$ cat config.mk
export PLATFORM = sky130hd
export DESIGN_NAME = pwm_period_sequencer
export DESIGN_NICKNAME = d
export VERILOG_FILES = /design/src/rtl/pwmseq_pkg.sv /design/src/rtl/pwmseq_scale_calc.sv /design/src/rtl/pwmseq_divider.sv /design/src/rtl/pwm_period_sequencer.sv
export SDC_FILE = /design/constraint.sdc
export NUM_CORES = 1
export LEC_CHECK = 0
export BUFFER_PORTS_ARGS = -buffer_cell sky130_fd_sc_hd__buf_2
export CORE_UTILIZATION = 49
export CTS_CLUSTER_DIAMETER = 50
export DETAILED_ROUTE_END_ITERATION = 12
export PLACE_DENSITY = 0.66
export SLEW_MARGIN = 20
export SYNTH_ARGS = -nofsm -noshare
export SYNTH_HDL_FRONTEND = slang
export SYNTH_HIERARCHICAL = 1
export SYNTH_SLANG_ARGS = --single-unit
export TNS_END_PERCENT = 100
$ cat constraint.sdc
create_clock -name clk -period 14.97 [get_ports clk]
set_input_delay 0.7485 -clock clk [delete_from_list [all_inputs] [get_ports clk]]
set_output_delay 0.7485 -clock clk [all_outputs]
set_load 0.01 [all_outputs]
$ cat src/rtl/pwmseq_pkg.sv
package pwmseq_pkg;

    localparam int DATA_W      = 32;
    localparam int ADDR_W      = 4;
    localparam int PS_W        = 3;
    localparam int PS_STEPS    = 8;
    localparam int CTRL_LOW_W  = 5;

    localparam logic [1:0]        MODE_RUN   = 2'b01;
    localparam logic [ADDR_W-1:0] A_CTRL     = 4'd0;
    localparam logic [ADDR_W-1:0] A_COUNT    = 4'd1;
    localparam logic [ADDR_W-1:0] A_MOD      = 4'd2;
    localparam logic [ADDR_W-1:0] A_CMP_BASE = 4'd4;

    typedef enum logic [3:0] {
        S_IDLE,
        S_RD_CTRL,
        S_RD_MOD,
        S_DECIDE,
        S_STOP_WR,
        S_STOP_RD,
        S_CH_SEL,
        S_CH_RD,
        S_CH_GO,
        S_CH_WAIT,
        S_CH_WR,
        S_CNT_CLR,
        S_MOD_WR,
        S_CTRL_WR
    } seq_state_e;

    typedef struct packed {
        logic              en;
        logic              we;
        logic [ADDR_W-1:0] addr;
        logic [DATA_W-1:0] wdata;
    } bus_cmd_t;

    function automatic logic [DATA_W-1:0] stop_word(input logic [DATA_W-1:0] cur);
        return cur & ~DATA_W'({CTRL_LOW_W{1'b1}});
    endfunction

    function automatic logic [DATA_W-1:0] run_word(input logic [PS_W-1:0] ps);
        return DATA_W'({MODE_RUN, ps});
    endfunction

    function automatic logic clock_running(input logic [DATA_W-1:0] ctrl);
        return ctrl[PS_W+1:PS_W] == MODE_RUN;
    endfunction

endpackage

$ cat src/rtl/pwmseq_scale_calc.sv
module pwmseq_scale_calc
    import pwmseq_pkg::*;
#(
    parameter int TICK_W = 32,
    parameter int CNT_W  = 16
) (
    input  logic [TICK_W-1:0] ticks,
    output logic [PS_W-1:0]   ps,
    output logic [CNT_W-1:0]  modulus
);
    localparam logic [TICK_W-1:0] CNT_MAX = TICK_W'((64'd1 << CNT_W) - 64'd1);

    logic [PS_STEPS-1:0] fits;
    logic [TICK_W-1:0]   shifted;
    logic [TICK_W-1:0]   minus_one;

    for (genvar p = 0; p < PS_STEPS; p++) begin : g_fit
        localparam logic [TICK_W-1:0] LIMIT = CNT_MAX << p;
        assign fits[p] = (ticks <= LIMIT);
    end

    always_comb begin
        ps = PS_W'(PS_STEPS - 1);
        for (int i = PS_STEPS - 1; i >= 0; i--) begin
            if (fits[i]) ps = PS_W'(i);
        end
    end

    always_comb begin
        shifted   = ticks >> ps;
        minus_one = shifted - TICK_W'(1);
        if (shifted == '0)
            modulus = '0;
        else if (minus_one > CNT_MAX)
            modulus = '1;
        else
            modulus = minus_one[CNT_W-1:0];
    end

endmodule

$ cat src/rtl/pwmseq_divider.sv
module pwmseq_divider #(
    parameter int NUM_W = 34,
    parameter int DEN_W = 17,
    parameter int QUO_W = 17
) (
    input  logic             clk,
    input  logic             rst,
    input  logic             start,
    input  logic [NUM_W-1:0] num,
    input  logic [DEN_W-1:0] den,
    output logic             done,
    output logic [QUO_W-1:0] quo
);
    localparam int CNT_W = $clog2(NUM_W + 1);

    logic [NUM_W-1:0] quo_q;
    logic [DEN_W-1:0] rem_q;
    logic [DEN_W-1:0] den_q;
    logic [CNT_W-1:0] steps_q;
    logic             run_q;
    logic [DEN_W:0]   trial;
    logic             take;

    assign trial = {rem_q, quo_q[NUM_W-1]};
    assign take  = (trial >= {1'b0, den_q});
    assign quo   = quo_q[QUO_W-1:0];

    always_ff @(posedge clk) begin
        if (rst) begin
            quo_q   <= '0;
            rem_q   <= '0;
            den_q   <= '0;
            steps_q <= '0;
            run_q   <= 1'b0;
            done    <= 1'b0;
        end else if (start) begin
            quo_q   <= num;
            rem_q   <= '0;
            den_q   <= den;
            steps_q <= CNT_W'(NUM_W);
            run_q   <= 1'b1;
            done    <= 1'b0;
        end else if (run_q) begin
            rem_q   <= take ? DEN_W'(trial - {1'b0, den_q}) : trial[DEN_W-1:0];
            quo_q   <= {quo_q[NUM_W-2:0], take};
            steps_q <= steps_q - CNT_W'(1);
            if (steps_q == CNT_W'(1)) begin
                run_q <= 1'b0;
                done  <= 1'b1;
            end
        end else begin
            done <= 1'b0;
        end
    end

endmodule

$ cat src/rtl/pwm_period_sequencer.sv
module pwm_period_sequencer
    import pwmseq_pkg::*;
#(
    parameter int TICK_W = 32,
    parameter int CNT_W  = 16,
    parameter int CHAN_N = 6
) (
    input  logic              clk,
    input  logic              rst,
    input  logic              req_valid,
    input  logic [TICK_W-1:0] req_ticks,
    input  logic [CHAN_N-1:0] req_chan_mask,
    output logic              busy,
    output logic              done,
    output logic              tmr_en,
    output logic              tmr_we,
    output logic [ADDR_W-1:0] tmr_addr,
    output logic [DATA_W-1:0] tmr_wdata,
    input  logic [DATA_W-1:0] tmr_rdata
);
    localparam int CMP_W = CNT_W + 1;
    localparam int NUM_W = 2 * CMP_W;
    localparam int CH_W  = $clog2(CHAN_N + 1);

    seq_state_e        state;
    logic [TICK_W-1:0] ticks_q;
    logic [CHAN_N-1:0] mask_q;
    logic [DATA_W-1:0] ctrl_q;
    logic [CNT_W-1:0]  old_mod_q;
    logic [CMP_W-1:0]  old_cmp_q;
    logic [CH_W-1:0]   ch_idx;

    logic [PS_W-1:0]   new_ps;
    logic [CNT_W-1:0]  new_mod;
    logic [CMP_W-1:0]  old_span;
    logic [CMP_W-1:0]  new_span;
    logic [CMP_W-1:0]  eff_cmp;
    logic [NUM_W-1:0]  div_num;
    logic              div_start;
    logic              div_done;
    logic [CMP_W-1:0]  div_quo;
    logic              ch_end;
    logic              ch_active;
    logic              cmp_changed;
    logic [ADDR_W-1:0] ch_addr;
    bus_cmd_t          cmd;

    pwmseq_scale_calc #(
        .TICK_W (TICK_W),
        .CNT_W  (CNT_W)
    ) u_calc (
        .ticks   (ticks_q),
        .ps      (new_ps),
        .modulus (new_mod)
    );

    assign old_span = {1'b0, old_mod_q} + CMP_W'(1);
    assign new_span = {1'b0, new_mod} + CMP_W'(1);
    assign eff_cmp  = (old_cmp_q > old_span) ? old_span : old_cmp_q;
    assign div_num  = NUM_W'(eff_cmp) * NUM_W'(new_span);

    pwmseq_divider #(
        .NUM_W (NUM_W),
        .DEN_W (CMP_W),
        .QUO_W (CMP_W)
    ) u_div (
        .clk   (clk),
        .rst   (rst),
        .start (div_start),
        .num   (div_num),
        .den   (old_span),
        .done  (div_done),
        .quo   (div_quo)
    );

    assign ch_end      = (ch_idx == CH_W'(CHAN_N));
    assign ch_active   = !ch_end && mask_q[ch_idx];
    assign cmp_changed = (div_quo != old_cmp_q);
    assign ch_addr     = A_CMP_BASE + ADDR_W'(ch_idx);
    assign div_start   = (state == S_CH_GO);
    assign busy        = (state != S_IDLE);

    always_ff @(posedge clk) begin
        if (rst) begin
            state     <= S_IDLE;
            ticks_q   <= '0;
            mask_q    <= '0;
            ctrl_q    <= '0;
            old_mod_q <= '0;
            old_cmp_q <= '0;
            ch_idx    <= '0;
            done      <= 1'b0;
        end else begin
            done <= 1'b0;
            unique case (state)
                S_IDLE: begin
                    if (req_valid) begin
                        ticks_q <= req_ticks;
                        mask_q  <= req_chan_mask;
                        state   <= S_RD_CTRL;
                    end
                end
                S_RD_CTRL: begin
                    ctrl_q <= tmr_rdata;
                    state  <= S_RD_MOD;
                end
                S_RD_MOD: begin
                    old_mod_q <= tmr_rdata[CNT_W-1:0];
                    state     <= S_DECIDE;
                end
                S_DECIDE: begin
                    if (new_mod == old_mod_q && clock_running(ctrl_q)) begin
                        done  <= 1'b1;
                        state <= S_IDLE;
                    end else begin
                        state <= S_STOP_WR;
                    end
                end
                S_STOP_WR: state <= S_STOP_RD;
                S_STOP_RD: begin
                    ctrl_q <= tmr_rdata;
                    if (tmr_rdata[CTRL_LOW_W-1:0] != '0) begin
                        state <= S_STOP_WR;
                    end else begin
                        ch_idx <= '0;
                        state  <= S_CH_SEL;
                    end
                end
                S_CH_SEL: begin
                    if (ch_end)
                        state <= S_CNT_CLR;
                    else if (ch_active)
                        state <= S_CH_RD;
                    else
                        ch_idx <= ch_idx + CH_W'(1);
                end
                S_CH_RD: begin
                    old_cmp_q <= tmr_rdata[CMP_W-1:0];
                    state     <= S_CH_GO;
                end
                S_CH_GO: state <= S_CH_WAIT;
                S_CH_WAIT: begin
                    if (div_done) state <= S_CH_WR;
                end
                S_CH_WR: begin
                    ch_idx <= ch_idx + CH_W'(1);
                    state  <= S_CH_SEL;
                end
                S_CNT_CLR: state <= S_MOD_WR;
                S_MOD_WR:  state <= S_CTRL_WR;
                S_CTRL_WR: begin
                    done  <= 1'b1;
                    state <= S_IDLE;
                end
                default: state <= S_IDLE;
            endcase
        end
    end

    always_comb begin
        cmd = '{en: 1'b0, we: 1'b0, addr: A_CTRL, wdata: '0};
        unique case (state)
            S_RD_CTRL: cmd = '{en: 1'b1, we: 1'b0, addr: A_CTRL, wdata: '0};
            S_RD_MOD:  cmd = '{en: 1'b1, we: 1'b0, addr: A_MOD, wdata: '0};
            S_STOP_WR: cmd = '{en: 1'b1, we: 1'b1, addr: A_CTRL, wdata: stop_word(ctrl_q)};
            S_STOP_RD: cmd = '{en: 1'b1, we: 1'b0, addr: A_CTRL, wdata: '0};
            S_CH_RD:   cmd = '{en: 1'b1, we: 1'b0, addr: ch_addr, wdata: '0};
            S_CH_WR:   cmd = '{en: cmp_changed, we: cmp_changed, addr: ch_addr,
                               wdata: DATA_W'(div_quo)};
            S_CNT_CLR: cmd = '{en: 1'b1, we: 1'b1, addr: A_COUNT, wdata: '0};
            S_MOD_WR:  cmd = '{en: 1'b1, we: 1'b1, addr: A_MOD, wdata: DATA_W'(new_mod)};
            S_CTRL_WR: cmd = '{en: 1'b1, we: 1'b1, addr: A_CTRL, wdata: run_word(new_ps)};
            default:   cmd = '{en: 1'b0, we: 1'b0, addr: A_CTRL, wdata: '0};
        endcase
    end

    assign tmr_en    = cmd.en;
    assign tmr_we    = cmd.we;
    assign tmr_addr  = cmd.addr;
    assign tmr_wdata = cmd.wdata;

endmodule

======== Word-level counts from Yosys, hierarchy flattened ========
Index checks and enable logic that the tools add are counted.
word-level totals
  bits in registers ....................... 187
  memories ................................ 0
  word-level logic and storage cells ...... 109
  ROM bits ................................ 0
  bits of input ports ..................... 73
  output and inout port bits .............. 40
  RAM bits ................................ 0
  bits in latches ......................... 0
cells by class
  div/mod/pow operators ................... 0
  $add $sub $neg .......................... 7
  shifts and indexed selects .............. 1
  magnitude comparators ................... 11
  multiply operators ...................... 1
  reductions and logical operators ........ 15
  bitwise operators ....................... 1
  equal/unequal tests ..................... 24
  multiplexer cells ....................... 34
operators by type and width
  operator                 count
  $pmux W38 S8             1
  $mux W34                 2
  $pmux W4 S13             1
  $add A16 B1 Y17 const B  2
  $mul A17 B17 Y34         1
  $mux W17                 2
  $gt A32 B16 Y1 const B   1
  $le A32 B16 Y1 const B   1
  $le A32 B17 Y1 const B   1
  $le A32 B18 Y1 const B   1
  $le A32 B19 Y1 const B   1
  $le A32 B20 Y1 const B   1
  $le A32 B21 Y1 const B   1
  $le A32 B22 Y1 const B   1
  $logic_not A32 Y1        1
  $mux W16                 2
  $shr A32 B3 Y32          1
  $sub A32 B1 Y32 const B  1
  $eq A4 B4 Y1 const B     6
  $mux W3                  8
  $ge A18 B17 Y1           1
  $gt A17 B17 Y1           1
  $ne A17 B17 Y1           1
  $sub A17 B17 Y17         1
  34 further kinds         54

======== Depth between registers and ports, before layout ========
  depth after elaboration ................. 17
  gate-level depth with buffers ........... 49
  gate-level depth less buffers ........... 44

======== Modules after synthesis ========
The synthesis kept the hierarchy.
by module, submodules not included
  module                times used  area an instance (um2)  sequential area each (um2)  cells each
  pwm_period_sequencer  1           15574.9                 2162.1                      1919
  pwmseq_divider        1           4367.9                  1521.5                      548
  pwmseq_scale_calc     1           2262.2                  0.0                         325

======== Worst setup path before layout ========
No wires, ideal clock.
  kind .................................... register -> register
  from .................................... register ticks_q[9]
  to ...................................... register u_div.quo_q[32]
  library setup time ...................... 0.065 ns
  data arrival time ....................... 10.814 ns
  path buffers ............................ 3
  clock period less this slack ............ 10.879 ns
  data required time ...................... 14.905 ns
  cell stages (with the launch flop) ...... 41
  slack ................................... 4.091 ns
  cell sequence ........................... dfxtp_1 -> buf_4 -> nand4_2 -> or4_1 -> o21ai_2 -> o22ai_2 -> buf_6 -> buf_6 -> a22oi_1 -> mux2i_1 -> a22oi_1 -> ha_1 -> nand4b_2 -> nor3_2 -> nand2_1 -> nor4b_1 -> o211a_4 -> a21oi_1 -> [5 not listed] -> nand2_1 -> fa_1 -> inv_1 -> fa_1 -> fa_1 -> fa_1 -> fa_1 -> fa_1 -> ha_1 -> a21o_1 -> a21o_1 -> a21oi_1 -> o21ai_0 -> o31ai_1 -> or4b_2 -> o211ai_1 -> a21oi_1 -> nor2_1
between the ends
  word-level cells in the longest chain between the ends .. 16
  elaborated cells on any way between the ends .. 23
  classes of those cells .................. add/sub (2); mul (1); order compare (8); shift (1); mux (10); reduce/logical (1)
RTL lines
  item                      RTL line                    text
  start: declaration        pwm_period_sequencer.sv:26  logic [TICK_W-1:0] ticks_q;
  start signal: assignment  pwm_period_sequencer.sv:98  ticks_q <= req_ticks;
  $le A32 B22 Y1            pwmseq_scale_calc.sv:19     assign fits[p] = (ticks <= LIMIT);
  $mux W1                   pwmseq_scale_calc.sv:25     if (fits[i]) ps = PS_W'(i);
  $mux W2 (2 in a row)      pwmseq_scale_calc.sv:25
  $mux W3 (4 in a row)      pwmseq_scale_calc.sv:25
  $shr A32 B3 Y32 (*)       pwmseq_scale_calc.sv:30     shifted = ticks >> ps;
  $sub A32 B1 Y32           pwmseq_scale_calc.sv:31     minus_one = shifted - TICK_W'(1);
  $gt A32 B16 Y1            pwmseq_scale_calc.sv:34     else if (minus_one > CNT_MAX)
  $mux W16                  pwmseq_scale_calc.sv:34
  $mux W16 (*)              pwmseq_scale_calc.sv:32     if (shifted == '0)
  net new_mod[1]            pwm_period_sequencer.sv:34  logic [CNT_W-1:0] new_mod;
  $add A16 B1 Y17 (*)       pwm_period_sequencer.sv:58  assign new_span = {1'b0, new_mod} + CMP_W'(1);
  $mul A17 B17 Y34 (*)      pwm_period_sequencer.sv:60  assign div_num = NUM_W'(eff_cmp) * NUM_W'(new_span);
  net div_num[32]           pwm_period_sequencer.sv:38  logic [NUM_W-1:0] div_num;
  $mux W34 (*)              pwmseq_divider.sv:36        end else if (start) begin
  end signal: assignment    pwmseq_divider.sv:37        quo_q <= num;
  end signal: assignment    pwmseq_divider.sv:45        quo_q <= {quo_q[NUM_W-2:0], take};
  end: declaration          pwmseq_divider.sv:16        logic [NUM_W-1:0] quo_q;
Mark *: on every way through the listed nets, which the timed path passes. The rest lies on a longest branch.
A chain may end at the register's enable or synchronous reset.

======== Final worst setup path ========
  from .................................... register ticks_q[25]
  to ...................................... register u_div.quo_q[32]
between the ends
  word-level cells in the longest chain between the ends .. 16
  elaborated cells on any way between the ends .. 23
  classes of those cells .................. add/sub (2); mul (1); order compare (8); shift (1); mux (10); reduce/logical (1)
RTL lines
  item                  RTL line                    text
  $le A32 B22 Y1        pwmseq_scale_calc.sv:19
  $mux W1               pwmseq_scale_calc.sv:25
  $mux W2 (2 in a row)  pwmseq_scale_calc.sv:25
  $mux W3 (3 in a row)  pwmseq_scale_calc.sv:25
  $mux W3 (*)           pwmseq_scale_calc.sv:25
  net new_ps[0]         pwm_period_sequencer.sv:33  logic [PS_W-1:0] new_ps;
  $shr A32 B3 Y32 (*)   pwmseq_scale_calc.sv:30
  $sub A32 B1 Y32       pwmseq_scale_calc.sv:31
  $gt A32 B16 Y1        pwmseq_scale_calc.sv:34
  $mux W16              pwmseq_scale_calc.sv:34
  $mux W16 (*)          pwmseq_scale_calc.sv:32
  net new_mod[1]        pwm_period_sequencer.sv:34
  $add A16 B1 Y17 (*)   pwm_period_sequencer.sv:58
  $mul A17 B17 Y34 (*)  pwm_period_sequencer.sv:60
  net div_num[32]       pwm_period_sequencer.sv:38
  $mux W34 (*)          pwmseq_divider.sv:36
Marked as above.

==> flow_summary.yaml <==
final_layout:
  drive_gt1_share_pct: 9.61
  antenna_cells: 0
  final_cell_mix: "nand2_1 (449), inv_1 (323), nor2_1 (283)"
  syn_to_final_growth_pct: 6.33
  n_fill_cell: 4241
  fin_nets: 3232
  final_cells: 3392
  final_common_cell: "nand2_1"
global_routing:
  use_met3_pct: 5.07
  grt_antenna_before_repair: 0
  grt.overflow.total: 0
  grt.met2_usage_pct: 48.0
  grt_max_degree: 95
  grt_pass1_vias: 19400
  use_met1_pct: 39.1
  grt_use_total_pct: 29.5
  top_usage_layer: "met2"
  grt_pass1_wl_mm: 107
setup_path:
  critical_path_required_ns: 15.37
  critPathKind: "reg -> reg"
  crit_fanout: 20
  crit_path_frequent_cell: "fa_1"
  critPathSlowestCell: "xor2_1"
  cp-end-kind: "flip-flop"
  worstPathBufferInverterCount: 5
  start_kind: "flip-flop"
  cp_top_family: "simple AND/OR/NAND/NOR gates"
  worst_path_largest_cell_delay_ns: 0.91
  crit_arrival_ns: 14.05
power_and_ir_drop:
  power_frac_comb_pct: 59.9
  internal_power_mw: 1.17
  powerDensity_nw_per_um2: 108
  power.leakage_nw: 10.6
  ir_drop_mv: 0.264
  power_frac_seq_pct: 21.1
  clkPwrFrac_pct: 19.0
  swShare_pct: 54.1
  p_switching_mw: 1.38
yosys:
  syn_inst: 2792
  ys_seq_area_share_pct: 16.6
  ys_types: 106
  synth.net_count: 3237
  ys_async_sr_fraction_pct: 0
  ys_warn_count: 6
  synth_edf_count: 0
  ys_ff_latch: 184
  synth_area_um2: 22200
  postSynthAreaPerCell_um2: 7.95
  synth_ff_type: "dfxtp_1"
timing:
  hold_viol_final: 0
  skew_ns: 0.0136
  grt_setup_unrepaired: "false"
  max_clock_freq_mhz: 73.3
  tightest_slew_ns: 1.13
  fin_setup_tns_ns: 0
  fin_crit_ns: 13.65
  slew_violations: 0
  finalSetupViolations: 0
  finalCritPeriodShare_pct: 91.2
  max-slew-margin-rel_pct: 24.5
die:
  core.rowCount: 77
  die_area_um2: 46200
  initial_core_util_pct: 50.0
  die_x_um: 215
  ios: 113
  die_h_um: 215
  core_um2: 44400
cts:
  cts_sinks: 184
  cts.path.max_buffers: 2
  clockRootBuffer: "clkbuf_16"
  cts_setup_buffers: 0
  htree_num_levels: 4
  path_clk_slew_ns: 0.08
  cts.repair.resized: 0
  numCtsBuffers: 17
  clk_latency_ns: 0.48
  hold_buffers: 0
  cts_tree: "yes"
outcome:
  outcome: "finished clean"
placed_design:
  gp_congestion: 0.989
  port_buffers: 112
  post-dp-hpwl_mm: 51.8
  placedCellCount: 3360
detailed_routing:
  drc: 0
  dr.pass1.iters: 7
  drt_iter0_markers: 1644
  wl_mm: 67.4
  via_per_inst: 5.78
  vias: 19600
  post_drt_wl_per_cell_um: 19.9
  ant_nets: 0
run:
  cap_violations: 0
hold_path:
  hold_class: "reg -> reg"
## path summary, 6_finish.rpt
kind,start,to,slack (ns),cells past startpoint
worst min register to register,ctrl_q[23]$_SDFFE_PP0P_,ctrl_q[23]$_SDFFE_PP0P_,0.45,2
worst max register to register,ticks_q[25]$_SDFFE_PP0P_,u_div/quo_q[32]$_SDFFE_PP0P_,1.32,41
worst min-delay path,ctrl_q[23]$_SDFFE_PP0P_,ctrl_q[23]$_SDFFE_PP0P_,0.45,2
worst max-delay path,ticks_q[25]$_SDFFE_PP0P_,u_div/quo_q[32]$_SDFFE_PP0P_,1.32,41
## synth_stat cells, types with 15 or more instances
cell	count	area, µm²
nand2_1	449	1690
inv_1	323	1210
nor2_1	283	1060
fa_1	225	4500
a21oi_1	210	1050
dfxtp_1	184	3680
ha_1	147	1840
clkbuf_1	108	405
xnor2_1	91	797
mux2i_1	82	821
o21ai_0	60	300
nand3_1	39	195
nand2b_1	38	238
xor2_1	37	324
and2_1	36	225
nor3_1	34	170
buf_4	26	195
a31oi_1	25	156
nor2b_1	25	156
nand4_1	23	144
a21o_1	21	158
and3_1	20	125
a22oi_1	17	128
buf_2	16	80.1
mux2_2	16	180
nor4_1	15	93.8
## logic make-up (layout without fill, tap and decap cells)
logic type / count (synthesis) / after routing / synth area share [%]
flops: 184 / 184 / 16.6
xor+xnor: 130 / 130 / 5.25
fa+ha+maj: 372 / 372 / 28.6
simple gates: 1038 / 1038 / 21.5
buf+inv: 487 / 495 / 9.02
compound gates: 471 / 471 / 13.6
mux: 110 / 110 / 5.45
## tightest hold or removal path: cells and delay by family (launching register included)
family,cells,cell delay (ns)
simple gates,1,0.05
compound gates,1,0.05
flops,1,0.31
## sequential cells by signal (all words and copies together) (netlist names), 3 cells and up
| name | flops |
|---|---|
| u_div/den_q | 17 |
| ctrl_q | 29 |
| ticks_q | 32 |
| mask_q | 6 |
| old_mod_q | 16 |
| ch_idx | 3 |
| state | 4 |
| u_div/quo_q | 34 |
| u_div/rem_q | 17 |
| old_cmp_q | 17 |
| u_div/steps_q | 6 |
## power by group through the flow
stage | Combinational (mW) | Clock (mW) | Sequential [mW]
after floorplan | 0.978 | 0 | 0.532
final | 1.53 | 0.486 | 0.538
after global placement | 1.44 | 0 | 0.548
after CTS | 1.47 | 0.495 | 0.537
after detailed placement | 1.46 | 0 | 0.549
after global routing | 1.61 | 0.514 | 0.541
## final cells by class
class                           instances  area, µm²  area share (%)
Sequential cell                       184       3690            15.6
Tap cell                              592        741            3.14
Clock buffer                           17        425            1.80
Inverter                              324       1220            5.15
Multi-Input combinational cell       2121      16600            70.2
Timing Repair Buffer                  139        766            3.24
Clock inverter                         15        191           0.811
## metal layers
metal  vias up  part of all wire, %
li1       9154                    -
met1      9580                   44
met2       726                   46
met3       142                  6.7
met4         0                  3.6
met5         -                    0
## metrics by stage
stage / util, % / instance area (µm²) / total power [mW] / setup slack [ns] / hold WS (ns)
2_1_floorplan: - / 22200 / 1.51 / 4.09 / 0.431
3_3_place_gp: 51.7 / 23000 / 1.98 / 2.00 / 0.438
3_5_place_dp: 51.7 / 23000 / 2.01 / 1.58 / 0.444
4_1_cts: 53.1 / 23600 / 2.50 / 1.53 / 0.455
5_1_grt: 53.2 / 23600 / 2.66 / 0.363 / 0.470
6_report: 53.2 / 23600 / 2.55 / 1.32 / 0.451
Power figures use the tool's default switching activity.
